===== src/rtl/bcc_pkg.sv =====
package bcc_pkg;
  localparam int unsigned SLICE_W = 4;

  typedef enum logic [1:0] {
    OP_HOLD = 2'd0,
    OP_LOAD = 2'd1,
    OP_INC  = 2'd2
  } slice_op_e;
endpackage


===== src/rtl/bcc_ctrl.sv =====
module bcc_ctrl
  import bcc_pkg::*;
(
  input  logic      load_ni,
  input  logic      en_p_i,
  input  logic      en_t_i,
  output slice_op_e op_o
);
  // load outranks count; count needs both enables
  always_comb begin
    if (!load_ni)               op_o = OP_LOAD;
    else if (en_p_i && en_t_i)  op_o = OP_INC;
    else                        op_o = OP_HOLD;
  end
endmodule


===== src/rtl/bcc_tc_decode.sv =====
module bcc_tc_decode #(
  parameter int unsigned W = 4
) (
  input  logic [W-1:0] q_i,
  input  logic         en_t_i,
  output logic         tc_o
);
  assign tc_o = en_t_i && (&q_i);
endmodule


===== src/rtl/bcc_slice.sv =====
module bcc_slice
  import bcc_pkg::*;
#(
  parameter int unsigned W = SLICE_W
) (
  input  logic         clk_i,
  input  logic         rst_ni,
  input  logic         load_ni,
  input  logic [W-1:0] d_i,
  input  logic         en_p_i,
  input  logic         en_t_i,
  output logic [W-1:0] q_o,
  output logic         tc_o
);
  slice_op_e    op;
  logic [W-1:0] q_q;

  bcc_ctrl u_ctrl (
    .load_ni (load_ni),
    .en_p_i  (en_p_i),
    .en_t_i  (en_t_i),
    .op_o    (op)
  );

  always_ff @(posedge clk_i or negedge rst_ni) begin
    if (!rst_ni) begin
      q_q <= '0;
    end else begin
      unique case (op)
        OP_LOAD: q_q <= d_i;
        OP_INC:  q_q <= q_q + 1'b1;
        default: q_q <= q_q;
      endcase
    end
  end

  bcc_tc_decode #(.W(W)) u_tc (
    .q_i    (q_q),
    .en_t_i (en_t_i),
    .tc_o   (tc_o)
  );

  assign q_o = q_q;
endmodule


===== src/rtl/bcc_chain.sv =====
module bcc_chain
  import bcc_pkg::*;
#(
  parameter int unsigned N_SLICES = 2,
  localparam int unsigned TOTAL_W = N_SLICES * SLICE_W
) (
  input  logic               clk_i,
  input  logic               rst_ni,
  input  logic               load_ni,
  input  logic [TOTAL_W-1:0] data_i,
  input  logic               cnt_en_i,
  input  logic               carry_en_i,
  output logic [TOTAL_W-1:0] count_o,
  output logic               carry_o
);
  // carry[k] gates slice k; carry[N_SLICES] is the chain output
  logic [N_SLICES:0] carry;

  assign carry[0] = carry_en_i;

  for (genvar k = 0; k < N_SLICES; k++) begin : g_slice
    bcc_slice #(.W(SLICE_W)) u_slice (
      .clk_i   (clk_i),
      .rst_ni  (rst_ni),
      .load_ni (load_ni),
      .d_i     (data_i[k*SLICE_W +: SLICE_W]),
      .en_p_i  (cnt_en_i),
      .en_t_i  (carry[k]),
      .q_o     (count_o[k*SLICE_W +: SLICE_W]),
      .tc_o    (carry[k+1])
    );
  end

  assign carry_o = carry[N_SLICES];
endmodule


===== config.mk =====
export PLATFORM = sky130hd
export DESIGN_NAME = bcc_chain
export DESIGN_NICKNAME = d
export VERILOG_FILES = /design/src/rtl/bcc_pkg.sv /design/src/rtl/bcc_ctrl.sv /design/src/rtl/bcc_tc_decode.sv /design/src/rtl/bcc_slice.sv /design/src/rtl/bcc_chain.sv
export SDC_FILE = /design/constraint.sdc
export NUM_CORES = 1
export LEC_CHECK = 0
export BUFFER_PORTS_ARGS = -buffer_cell sky130_fd_sc_hd__buf_2
export CORE_AREA = 10 10 47 49
export DETAILED_ROUTE_END_ITERATION = 10
export DIE_AREA = 0 0 57 59
export GPL_TIMING_DRIVEN = 0
export PLACE_DENSITY = 0.68
export SYNTH_ARGS = -nofsm -noshare
export SYNTH_HDL_FRONTEND = slang
export SYNTH_SLANG_ARGS = --single-unit

===== constraint.sdc =====
create_clock -name clk_i -period 1.8 [get_ports clk_i]
set_input_delay 0 -clock clk_i [delete_from_list [all_inputs] [get_ports clk_i]]
set_output_delay 0 -clock clk_i [all_outputs]
set_load 0.03 [all_outputs]

== After elaboration in Yosys (flattened, before gate mapping) ==
Index checks and enable logic that the tools add are counted.
Operators by class
  magnitude comparators: 0
  $add $sub $neg: 2
  reductions and logical operators: 8
  bitwise logic cells: 0
  equality and inequality tests: 4
  multipliers: 0
  div/mod/pow operators: 0
  mux-type cells: 6
  shift-type cells: 0
Operator list (number)
  4-bit case mux with 2 select lines: 2
  4-bit by 1-bit adder with 4-bit output, second input constant: 2
  2-bit 2-to-1 mux: 4
  4-bit AND reduction: 2
  2-bit by 1-bit == test with 1-bit output, second input constant: 2
  2-bit == test, second input constant: 2
  1-bit logical AND: 4
  2-bit nonzero test: 2
Word-level totals
  memory bits (read-only): 0
  memories: 0
  output and inout bits: 9
  memory bits (writable): 0
  word-level logic and storage cells: 22
  flip-flop bits (word level): 8
  bits of input ports: 13
  latch bits: 0

== Longest topological paths before layout ==
  word-level depth: 7
  gate-level depth with buffers: 4

== Modules after synthesis ==
A second synthesis with hierarchy kept.
Unflattened totals
  cell total of the unflattened synthesis: 60
  area total of the unflattened synthesis: 543.0 um2
By module, submodules not included
  bcc_slice: cells each 25, sequential area each 100.1 um2, area each 249.0 um2, instances 2
  bcc_tc_decode: cells each 3, sequential area each 0.0 um2, area each 12.5 um2, instances 2
  bcc_ctrl: cells each 2, sequential area each 0.0 um2, area each 10.0 um2, instances 2

== Worst setup path before layout ==
No wires, ideal clock.
  kind: reg-to-reg
  start: register g_slice[0].u_slice.q_q[0]
  end: register g_slice[1].u_slice.q_q[3]
  cell stages (with the launch flop): 5
  slack: 0.290 ns
  arrival time: 1.428 ns
  setup time: 0.082 ns
  clock period less this slack: 1.510 ns
  cells stage by stage: dfrtp_1 > ha_1 > nand4_1 > or3_1 > a31oi_1
Between the ends
  cells in the longest elaborated chain, start to end: 7
  elaborated cells on any way between the ends: 9
Ends and longest elaborated chain
  start, declared: line bcc_slice.sv:16  | logic [W-1:0] q_q;
  start signal, assigned: line bcc_slice.sv:30  | OP_LOAD: q_q <= d_i;
  start signal, assigned: line bcc_slice.sv:31  | OP_INC: q_q <= q_q + 1'b1;
  start signal, assigned: line bcc_slice.sv:32  | default: q_q <= q_q;
  4-bit AND reduction (*): line bcc_tc_decode.sv:8  | assign tc_o = en_t_i && (&q_i);
  1-bit logical AND (*): line bcc_tc_decode.sv:8
  1-bit logical AND (*): line bcc_ctrl.sv:12  | else if (en_p_i && en_t_i) op_o = OP_INC;
  2-bit 2-to-1 mux (*): line bcc_ctrl.sv:12
  2-bit 2-to-1 mux (*): line bcc_ctrl.sv:11  | if (!load_ni) op_o = OP_LOAD;
  2-bit == test or 2-bit by 1-bit == test with 1-bit output (tied branches): line bcc_slice.sv:29  | unique case (op)
  4-bit case mux with 2 select lines or 2-bit nonzero test (tied branches)
  end signal, assigned: line bcc_slice.sv:30
  end signal, assigned: line bcc_slice.sv:31
  end signal, assigned: line bcc_slice.sv:32
  end, declared: line bcc_slice.sv:16
Mark *: on every way between the ends. The rest lies on a longest branch, timed or not.
A chain may end at the register's enable or synchronous reset.

== Worst setup path after layout ==
Ends and elaborated chain as after synthesis.

==> flow_metrics.tcl <==
set metrics [dict create \
    num-nets-final 100 \
    pre_cts_ws_ns 0.423 \
    htreeDepth 1 \
    fin_setup_tns_ns 0 \
    maxCapViolCount 0 \
    antenna_found_initial 0 \
    grt_max_degree 11 \
    initial_core_util_pct 32.2 \
    drive_gt1_share_pct 31.3 \
    die-area_um2 3360 \
    yosysTopAreaCell "dfrtp_1" \
    critPathLaunchType "flip-flop" \
    clockPowerShare_pct 27.8 \
    intPower_uw 339 \
    fin_crit_ns 1.39 \
    cts-root-buf "clkbuf_4" \
    fin_util_pct 48.8 \
    dieWidth_um 57 \
    p_seq_share_pct 42.3 \
    numCtsBuffers 3 \
    viasPerCell 5.05 \
    yosys.area.top_type_share_pct 44.3 \
    worstReg2RegEnd "g_slice[1].u_slice.q_o[3]" \
    mostFrequentLayoutCell "buf_2" \
    cp_max_fo 4 \
    rsz0062_at_grt "false" \
    comb_power_share_pct 29.9 \
    setup_viol 0 \
    core_area_um2 1400 \
    syn-num-nets 66 \
    gr-total-overflow 0 \
    layout_common_cells "21 x buf_2, 9 x nor2_1, 9 x dlygate4sd3_1" \
    crit_required_ns 1.98 \
    hold_viol_final 0 \
    relSlewSlack_pct 80.8 \
    grt_pass1_vias 506 \
    yosysSeqAreaShare_pct 44.3 \
    hp-class "in2async" \
    reg2reg_setup_slack_ns 0.41 \
    cts_buffer_depth 2 \
    crit_type "reg2reg" \
    clk_pin_slew_ns 0.06 \
    max_freq_mhz 721 \
    vias 500 \
    synth_cell_types 16 \
    cts_tree "done" \
    port_buffers 20 \
    slew_viol_final 0 \
    clock-sinks 8 \
    p_switching_uw 185 \
    diodes 0 \
    routedWlPerCell_um 12.6 \
    drc 0 \
    synth_area_um2 452 \
    globalplace.congestion 0.740 \
    ff2ff_path_depth 4 \
    die_y_um 59 \
    worstPathArrival_ns 1.57 \
    setup_ws_ns 0.413 \
    crit_path_end_kind "flip-flop" \
    avgSynthCellArea_um2 8.86 \
    core.rowCount 14 \
    leakagePower_nw 0.301 \
    irDropWorstVdd_uv 357 \
    syn_inst 51 \
    r2r_start "g_slice[0].u_slice.q_o[0]" \
    final_antenna_net_count 0 \
    yosysWarnings 0 \
    grt_pass1_wl_um 2200 \
    io_pins 22 \
    fin_crit_sh_pct 77.0 \
    status "finished clean" \
    synth_seq_cells 8 \
    ys_top_cells_by_area "dfrtp_1 44%, nor2_1 7.5%, a31oi_1 5.5%, ha_1 5.5%, nand3_1 5.5%" \
    routed_wl_um 1250 \
    grt_usage_pct 8.01 \
    drt_iter0_drc 5 \
    tightest_slew_ns 0.288 \
    post_cts_buffers 0 \
    insertion_delay_ns 0.26 \
    clock_skew_ns 0.00542 \
    syn2layout_area_growth_pct 51.5 \
    post-dp-hpwl_um 959 \
    power_density_nw_per_um2 766 \
    largest_reg_flops 8 \
    switching_share_pct 35.3 \
    dr.pass1.iters 4 \
]
==> cell usage after synthesis (all sizes together) <==
| library cell | n |
|---|---|
| a31oi | 4 |
| o21ai | 5 |
| dfrtp | 8 |
| o21a | 1 |
| buf | 1 |
| a21oi | 4 |
| ha | 2 |
| nor2 | 9 |
| xor2 | 2 |
| nand4 | 2 |
| nand3 | 6 |
| or3 | 4 |
| clkbuf | 1 |
| mux2i | 1 |
| nand2 | 1 |
==> power groups by stage <==
stage	sequential [mW]	combinational, mW	clock, mW
detailed placement	0.225	0.144	0
global placement	0.224	0.141	0
global route	0.225	0.176	0.157
CTS	0.222	0.159	0.149
finish	0.222	0.157	0.146
floorplan	0.261	0.0545	0
==> cells by family after synthesis <==
kind of cell / after synthesis / synth area share, %
and+or+nand+nor: 22 / 24.9
AOI/OAI and AO/OA: 14 / 17.2
DFF: 8 / 44.3
xor gates and xnor gates: 2 / 3.88
buffers and inverters: 2 / 1.94
adders and majority gates: 2 / 5.54
muxes: 1 / 2.22
==> final cells by class <==
cell class              count  area [µm²]
well taps                  16        20.0
multi-input cells          41         243
clock buffers               3        22.5
repair buffers             29         190
fillers                   142         717
plain buffers               2        8.76
flip-flops and latches      8         200
==> worst max-delay path: stages, from the launching register on <==
cell	delay, ns
dfrtp_1	0.40
ha_1	0.23
nand4_1	0.15
or3_1	0.36
a31oi_1	0.16
==> worst max path at each step <==
stage	from	endpoint	slack, ns
global placement	g_slice[0].u_slice.q_o[0]	g_slice[1].u_slice.q_o[3]	0.45
detailed placement	g_slice[0].u_slice.q_o[0]	g_slice[1].u_slice.q_o[3]	0.42
floorplan	g_slice[0].u_slice.q_o[0]	g_slice[1].u_slice.q_o[3]	0.29
finish	g_slice[0].u_slice.q_o[0]	g_slice[1].u_slice.q_o[3]	0.41
CTS	g_slice[0].u_slice.q_o[0]	g_slice[1].u_slice.q_o[3]	0.40
global route	g_slice[0].u_slice.q_o[0]	g_slice[1].u_slice.q_o[3]	0.29
==> layer usage <==
layer,wire length (µm),up-vias,GRT usage [%]
met3,165,2,5.58
met4,10,0,3.02
li1,-,251,-
met5,0,-,0
met2,563,22,12.7
met1,512,225,8.11
==> metrics by stage <==
stage | std cells | hold slack [ns] | power (mW) | instance area, µm²
floorplan | 51 | -0.296 | 0.315 | 452
global placement | 87 | -0.146 | 0.365 | 572
detailed placement | 87 | -0.140 | 0.369 | 572
CTS | 99 | 0.110 | 0.530 | 684
global route | 99 | 0.119 | 0.559 | 684
finish | 99 | 0.106 | 0.525 | 684
==> timing repair <==
| item | in CTS | in global routing |
|---|---|---|
| hold buffers | 9 | 0 |
| hold endpoints to repair | 16 | 0 |
| gates resized for setup | 0 | 0 |
No activity file was read; power rests on OpenSTA's default activity.
